<file path="src/rtl/gpio_bank_pkg.sv">
package gpio_bank_pkg;
  localparam int FIELD_W     = 4;
  localparam int CTRL_W      = 2;
  localparam int LVL_BIT     = 0;
  localparam int OE_N_BIT    = 1;
  localparam int IN_BIT      = 2;
  localparam logic [CTRL_W-1:0] CTRL_RESET = 2'b10;
endpackage

</file>
<file path="src/rtl/gpio_in_sync.sv">
module gpio_in_sync #(
  parameter int W = 32
) (
  input  logic         clk,
  input  logic         rst_n,
  input  logic [W-1:0] async_in,
  output logic [W-1:0] sync_out
);
  logic [W-1:0] stage1_q, stage2_q;

  always_ff @(posedge clk or negedge rst_n) begin
    if (!rst_n) begin
      stage1_q <= '0;
      stage2_q <= '0;
    end else begin
      stage1_q <= async_in;
      stage2_q <= stage1_q;
    end
  end

  assign sync_out = stage2_q;
endmodule

</file>
<file path="src/rtl/gpio_out_ctrl.sv">
module gpio_out_ctrl
  import gpio_bank_pkg::*;
#(
  parameter int NUM_LINES     = 32,
  parameter int LINES_PER_REG = 8,
  parameter int DATA_W        = 32,
  parameter int REG_IDX_W     = 2
) (
  input  logic                        clk,
  input  logic                        rst_n,
  input  logic                        wr_en,
  input  logic [REG_IDX_W-1:0]        wr_idx,
  input  logic [DATA_W-1:0]           wr_data,
  output logic [NUM_LINES*CTRL_W-1:0] ctrl_flat,
  output logic [NUM_LINES-1:0]        pad_out,
  output logic [NUM_LINES-1:0]        pad_oe
);
  logic [DATA_W-1:0] unused_wdata;
  assign unused_wdata = wr_data;

  for (genvar n = 0; n < NUM_LINES; n++) begin : g_line
    localparam int REG_SEL = n / LINES_PER_REG;
    localparam int LSB     = (n % LINES_PER_REG) * FIELD_W;
    logic [CTRL_W-1:0] ctrl_q;

    always_ff @(posedge clk or negedge rst_n) begin
      if (!rst_n)
        ctrl_q <= CTRL_RESET;
      else if (wr_en && (wr_idx == REG_IDX_W'(REG_SEL)))
        ctrl_q <= wr_data[LSB +: CTRL_W];
    end

    assign ctrl_flat[n*CTRL_W +: CTRL_W] = ctrl_q;
    assign pad_out[n] = ctrl_q[LVL_BIT];
    assign pad_oe[n]  = ~ctrl_q[OE_N_BIT];
  end
endmodule

</file>
<file path="src/rtl/gpio_read_port.sv">
module gpio_read_port
  import gpio_bank_pkg::*;
#(
  parameter int NUM_LINES     = 32,
  parameter int LINES_PER_REG = 8,
  parameter int DATA_W        = 32,
  parameter int REG_IDX_W     = 2
) (
  input  logic                        clk,
  input  logic                        rst_n,
  input  logic                        rd_en,
  input  logic [REG_IDX_W-1:0]        rd_idx,
  input  logic [NUM_LINES*CTRL_W-1:0] ctrl_flat,
  input  logic [NUM_LINES-1:0]        sync_in,
  output logic                        rsp_valid,
  output logic [DATA_W-1:0]           rsp_rdata
);
  localparam int NUM_REGS = NUM_LINES / LINES_PER_REG;

  logic [NUM_REGS-1:0][DATA_W-1:0] reg_word;

  for (genvar r = 0; r < NUM_REGS; r++) begin : g_reg
    for (genvar j = 0; j < LINES_PER_REG; j++) begin : g_lane
      localparam int LN = r * LINES_PER_REG + j;
      assign reg_word[r][j*FIELD_W +: FIELD_W] =
        {1'b0, sync_in[LN], ctrl_flat[LN*CTRL_W +: CTRL_W]};
    end
  end

  always_ff @(posedge clk or negedge rst_n) begin
    if (!rst_n) begin
      rsp_valid <= 1'b0;
      rsp_rdata <= '0;
    end else begin
      rsp_valid <= rd_en;
      if (rd_en)
        rsp_rdata <= reg_word[rd_idx];
    end
  end
endmodule

</file>
<file path="src/rtl/gpio_ctrl_bank.sv">
module gpio_ctrl_bank
  import gpio_bank_pkg::*;
#(
  parameter int NUM_LINES     = 32,
  parameter int LINES_PER_REG = 8,
  parameter int DATA_W        = 32,
  parameter int ADDR_W        = 4
) (
  input  logic                 clk,
  input  logic                 rst_n,
  input  logic                 req_valid,
  input  logic                 req_write,
  input  logic [ADDR_W-1:0]    req_addr,
  input  logic [DATA_W-1:0]    req_wdata,
  output logic                 rsp_valid,
  output logic [DATA_W-1:0]    rsp_rdata,
  input  logic [NUM_LINES-1:0] pad_in,
  output logic [NUM_LINES-1:0] pad_out,
  output logic [NUM_LINES-1:0] pad_oe
);
  localparam int NUM_REGS  = NUM_LINES / LINES_PER_REG;
  localparam int REG_IDX_W = (NUM_REGS > 1) ? $clog2(NUM_REGS) : 1;

  logic                        wr_en, rd_en;
  logic [REG_IDX_W-1:0]        sel_idx;
  logic [NUM_LINES*CTRL_W-1:0] ctrl_flat;
  logic [NUM_LINES-1:0]        pad_sync;
  logic [ADDR_W-1:0]           unused_addr;

  assign unused_addr = req_addr;
  assign sel_idx     = req_addr[REG_IDX_W+1:2];
  assign wr_en       = req_valid &  req_write;
  assign rd_en       = req_valid & ~req_write;

  gpio_in_sync #(.W(NUM_LINES)) u_sync (
    .clk      (clk),
    .rst_n    (rst_n),
    .async_in (pad_in),
    .sync_out (pad_sync)
  );

  gpio_out_ctrl #(
    .NUM_LINES(NUM_LINES), .LINES_PER_REG(LINES_PER_REG),
    .DATA_W(DATA_W), .REG_IDX_W(REG_IDX_W)
  ) u_out (
    .clk       (clk),
    .rst_n     (rst_n),
    .wr_en     (wr_en),
    .wr_idx    (sel_idx),
    .wr_data   (req_wdata),
    .ctrl_flat (ctrl_flat),
    .pad_out   (pad_out),
    .pad_oe    (pad_oe)
  );

  gpio_read_port #(
    .NUM_LINES(NUM_LINES), .LINES_PER_REG(LINES_PER_REG),
    .DATA_W(DATA_W), .REG_IDX_W(REG_IDX_W)
  ) u_rd (
    .clk       (clk),
    .rst_n     (rst_n),
    .rd_en     (rd_en),
    .rd_idx    (sel_idx),
    .ctrl_flat (ctrl_flat),
    .sync_in   (pad_sync),
    .rsp_valid (rsp_valid),
    .rsp_rdata (rsp_rdata)
  );
endmodule

</file>
<file path="config.mk">
export PLATFORM = sky130hd
export DESIGN_NAME = gpio_ctrl_bank
export DESIGN_NICKNAME = d
export VERILOG_FILES = /design/src/rtl/gpio_bank_pkg.sv /design/src/rtl/gpio_in_sync.sv /design/src/rtl/gpio_out_ctrl.sv /design/src/rtl/gpio_read_port.sv /design/src/rtl/gpio_ctrl_bank.sv
export SDC_FILE = /design/constraint.sdc
export NUM_CORES = 1
export LEC_CHECK = 0
export ABC_AREA = 1
export BUFFER_PORTS_ARGS = -buffer_cell sky130_fd_sc_hd__buf_2
export CAP_MARGIN = 25
export CORE_ASPECT_RATIO = 1.1
export CORE_MARGIN = 2
export CORE_UTILIZATION = 48
export CTS_CLUSTER_SIZE = 10
export DETAILED_ROUTE_END_ITERATION = 6
export PLACE_DENSITY = 0.87
export SLEW_MARGIN = 5
export SYNTH_ARGS = -nofsm -noshare
export SYNTH_HDL_FRONTEND = slang
export SYNTH_HIERARCHICAL = 1
export SYNTH_SLANG_ARGS = --single-unit
</file>
<file path="constraint.sdc">
create_clock -name clk -period 0.85 [get_ports clk]
set_input_delay 0.0425 -clock clk [delete_from_list [all_inputs] [get_ports clk]]
set_output_delay 0.0425 -clock clk [all_outputs]
set_load 0.005 [all_outputs]
</file>
---- Yosys cells after proc, flatten, opt, wreduce, memory -nomap -nowiden ----
Index checks and enable logic that the tools add are counted.
operators by class
  magnitude comparators ................... 1
  equal/unequal tests ..................... 3
  mux-type cells .......................... 2
  bitwise operators ....................... 35
  reductions and logical operators ........ 5
operators with widths
  cell                                                 count
  binary-select mux 32 bit (select 2 bit)              1
  inverter 1 bit                                       33
  two-way mux 32 bit                                   1
  equality test 2 bit, second input constant           2
  logical AND 1 bit                                    4
  < comparator 2 x 3 -> 1 bit, second input constant   1
  AND 1 bit                                            2
  equality test 2 x 1 -> 1 bit, second input constant  1
  logical NOT 2 bit                                    1
storage, ports and cells
  bits in registers ....................... 161
  bits of input ports ..................... 72
  output and inout port bits .............. 97
  word-level logic and storage cells ...... 82

---- Logic depth before layout (Yosys ltp) ----
  depth in word-level cells ............... 2
  mapped depth ............................ 8

---- By module ----
Netlist, hierarchy kept.
modules (own cells, without submodules)
  module          times used  cells an instance  area each (um2)  seq. area each (um2)
  gpio_out_ctrl   1           349                3012.9           1641.6
  gpio_read_port  1           393                2150.8           625.6
  gpio_in_sync    1           64                 1601.5           1601.5
  gpio_ctrl_bank  1           4                  17.5             0.0

---- Worst setup path before layout ----
Ideal clock, no wire load.
  path type ............................... input-to-reg
  start ................................... input req_addr[2]
  end ..................................... register u_out.g_line[0].ctrl_q[0]
  arrival time ............................ 0.815 ns
  setup slack ............................. -0.081 ns
  cell stages on the path ................. 6
  buffers on the path ..................... 2
  cells stage by stage .................... buf_4 -> nor2_2 -> nand2_2 -> buf_2 -> nand2_1 -> nand2_1
between the ends
  cells in the longest elaborated chain, start to end .. 2
RTL lines
  element                 RTL line              source
  start: declaration      gpio_ctrl_bank.sv:13  input logic [ADDR_W-1:0] req_addr,
  logical NOT 2 bit       gpio_out_ctrl.sv:29   else if (wr_en && (wr_idx == REG_IDX_W'(REG_SEL)))
  logical AND 1 bit       gpio_out_ctrl.sv:29
  end signal: assignment  gpio_out_ctrl.sv:30   ctrl_q <= wr_data[LSB +: CTRL_W];
  end: declaration        gpio_out_ctrl.sv:24   logic [CTRL_W-1:0] ctrl_q;
Every way passes these cells.
A chain may end at the register's enable or synchronous reset.

---- Worst setup path after layout ----
  start ................................... register u_out.g_line[23].ctrl_q[1]
  end ..................................... output pad_oe[23]
between the ends
  cells in the longest elaborated chain, start to end .. 1
RTL lines
  element                   RTL line              source
  start: declaration        gpio_out_ctrl.sv:24
  start signal: assignment  gpio_out_ctrl.sv:30
  inverter 1 bit            gpio_out_ctrl.sv:35   assign pad_oe[n] = ~ctrl_q[OE_N_BIT];
  end: declaration          gpio_ctrl_bank.sv:19  output logic [NUM_LINES-1:0] pad_oe
Every way passes these cells.

==> flow_metrics.tcl <==
set metrics [dict create \
    vdd_drop_max_mv 2.082 \
    endpoint_kind "output port" \
    nNetsFinal 1206 \
    r2r_setup_slack_ns -0.33 \
    dr.pass1.iters 6 \
    synth_cells 810 \
    synth_area_leaders "dfrtp_1 45%, nand2_1 18%, dfstp_2 12%" \
    grt_pass1_vias 7237 \
    fillers 662 \
    ys_types 17 \
    area_delta_synth_final_pct 62.35 \
    r2r_end "u_rd/rsp_rdata[21]$_DFFE_PN0P_" \
    die_height_um 128.7 \
    hp-class "primary input to async pin" \
    cts_max_level 4 \
    slowest_stage "dfstp_2" \
    ant_nets 0 \
    start_util 0.4917 \
    grt_max_degree 42 \
    antenna_found_initial 2 \
    clock_path_buffers 2 \
    coreArea_sq_um 13790 \
    cp_cell_sequence "buf_6 -> inv_2 -> buf_6" \
    grt_use_total 0.3093 \
    routed_wl_um 28970 \
    cts_buffers 17 \
    routedWlPerCell_um 21.66 \
    fin_crit_ns 1.301 \
    clock-root-buffer "clkbuf_16" \
    hpwl_um 12600 \
    power_density_nw_per_um2 2322 \
    ys_warn_count 6 \
    drt_iter0_drc 1315 \
    finalPower_w 0.02557 \
    final.setup_skew_ns 0.01268 \
    finalSetupViolCount 150 \
    cp.depth 3 \
    maxSlewViolCount 0 \
    period_share 1.531 \
    tightest_slew_ns 0.5825 \
    crit_buf_inv 3 \
    rows 45 \
    ys_ff_latch 153 \
    grt_overflow 0 \
    r2r_cells 7 \
    clkSinkCount 153 \
    final_layout_size_suffix_gt1_frac 0.4847 \
    insertion_delay_ns 0.44 \
    rsz0062_at_grt "yes" \
    synth_top_area_cell "dfrtp_1" \
    max_stage_delay_ns 0.58 \
    seq_area_frac_synth 0.5704 \
    maxCapViolations 0 \
    tns_ns -31.27 \
    rr_startpoint "u_out/g_line[29].ctrl_q[1]$_DFFE_PN1P_" \
    cts_tree "done" \
    gp_congestion 0.8643 \
    synth.top_cell.area_share 0.4464 \
    status "complete, but fails checks" \
    grt_pass1_wl_um 36070 \
    port_buffers 142 \
    cp_top_family "flip-flops" \
    slew_headroom 0.6111 \
    clkSlewWorstSetupHoldPaths_ns 0.07 \
    critical_path_class "flop to output port" \
    hold_violations 0 \
    viasPerCell 5.717 \
    fin_ws_ns -0.4513 \
    final_util 0.7983 \
    violations "negative setup slack" \
    fmax_mhz 768.5 \
    io_pins 169 \
    p_leak_nw 5.875 \
    die_x_um 117.3 \
    dieArea_sq_um 15100 \
    syn-mean-instance-area_sq_um 8.374 \
    routed-via-count 7644 \
    cp.required_ns 0.81 \
    final_cell_area_sq_um 11010 \
    netlist_area_sq_um 6783 \
    cpMostUsedCell "buf_6" \
    drc_errors 0 \
    crit_path_end "pad_oe[23]" \
    cp-startpoint "u_out/g_line[23].ctrl_q[1]$_DFFE_PN1P_" \
    critPathLaunchType "flop" \
    place_area_sq_um 8233 \
    pre_cts_slack_ns -0.1418 \
    critical_path_arrival_ns 1.26 \
    worstPathMaxFanout 2 \
]
## Yosys cell counts (all sizes together)
cell type,instances
buf,76
dfrtp,121
nor2,2
nand3,67
nand2,322
conb,1
clkbuf,6
inv,133
clkinv,2
dfstp,32
nand4,48
## power by group
part / internal, W / leakage (nW) / switching (W)
combinational: 0.00434 / 3.78 / 0.00380
sequential: 0.00843 / 1.80 / 0.000730
clock: 0.00502 / 0.301 / 0.00325
## worst min-delay path by stage
| stage | slack, ns | cells after the start | end |
|---|---|---|---|
| after floorplan | -0.25 | 0 | u_out/g_line[0].ctrl_q[0]$_DFFE_PN0P_ |
| after global placement | -0.07 | 1 | u_rd/rsp_rdata[26]$_DFFE_PN0P_ |
| after detailed placement | -0.07 | 1 | u_rd/rsp_rdata[26]$_DFFE_PN0P_ |
| after CTS | 0.003 | 3 | u_rd/rsp_valid$_DFF_PN0_ |
| after global routing | 0.04 | 2 | u_sync/stage1_q[5]$_DFF_PN0_ |
| final | 0.04 | 2 | u_rd/rsp_rdata[22]$_DFFE_PN0P_ |
## worst register-to-register path, delay by kind of cell (launching register included)
family,cells,cell delay (ns)
buffers and inverters,2,0.13
flip-flops,1,0.56
AND/OR/NAND/NOR,5,0.42
## placed cells by master (no fill, tap or decap)
master,n
nand3_2,24
buf_4,70
dfrtp_1,120
nand2_4,12
buf_6,160
clkbuf_16,17
nand2_1,250
buf_12,11
bufinv_16,4
dfstp_2,32
clkinv_1,2
clkinv_2,1
dlygate4sd3_1,49
nand4_1,48
conb_1,8
nand3_1,43
inv_6,3
inv_2,55
inv_4,8
nand2_2,60
nor2_4,1
nor2_2,1
clkbuf_1,1
clkinv_4,2
diode_2,2
dfrtp_2,1
clkbuf_8,1
buf_2,90
clkinvlp_4,3
inv_1,70
## layout make-up
| type | count | area [sq um] | share of cell area |
|---|---|---|---|
| Sequential cell | 153 | 3870 | 0.3514 |
| Timing Repair Buffer | 380 | 3488 | 0.3168 |
| Multi-Input combinational cell | 447 | 2252 | 0.2045 |
| Inverter | 135 | 526.8 | 0.04784 |
| Clock buffer | 19 | 442.9 | 0.04022 |
| Tap cell | 188 | 235.2 | 0.02136 |
| Clock inverter | 13 | 191.4 | 0.01738 |
| Antenna cell | 2 | 5.005 | 0.0004545 |
## flip-flops by register name, summed over array words and instances, names as in the netlist
name                 flops
u_out/g_line.ctrl_q     64
u_rd/rsp_rdata          24
u_rd/rsp_valid           1
u_sync/stage1_q         32
u_sync/sync_out         32
## logic make-up after synthesis
family,Yosys count,share of synthesized area
flops,153,0.5704
simple gates,439,0.2756
other cells,1,0.0005529
buf+inv,217,0.1535
## repair_timing
item,4_1_cts,5_1_grt
pin swaps,29,60
hold endpoints to repair,249,0
resized for setup,167,175
hold buffers,49,0
setup buffers,58,38
endpoints found under the setup margin,103,145
## routing by layer
layer,vias up,global-route usage,part of all wire
li1,3060,-,-
met4,0,0.1970,0.093
met5,-,0,0
met3,272,0.06915,0.11
met1,3528,0.3523,0.33
met2,784,0.5335,0.47
## per-stage QoR
| stage | hold WS (ns) | std cells |
|---|---|---|
| 3_3_place_gp | -0.07141 | 1180 |
| 2_1_floorplan | -0.2531 | 817 |
| 6_report | 0.04371 | 1337 |
| 4_1_cts | 0.003342 | 1311 |
| 3_5_place_dp | -0.07394 | 1180 |
| 5_1_grt | 0.03997 | 1337 |
No activity file was read; power rests on OpenSTA's default activity.
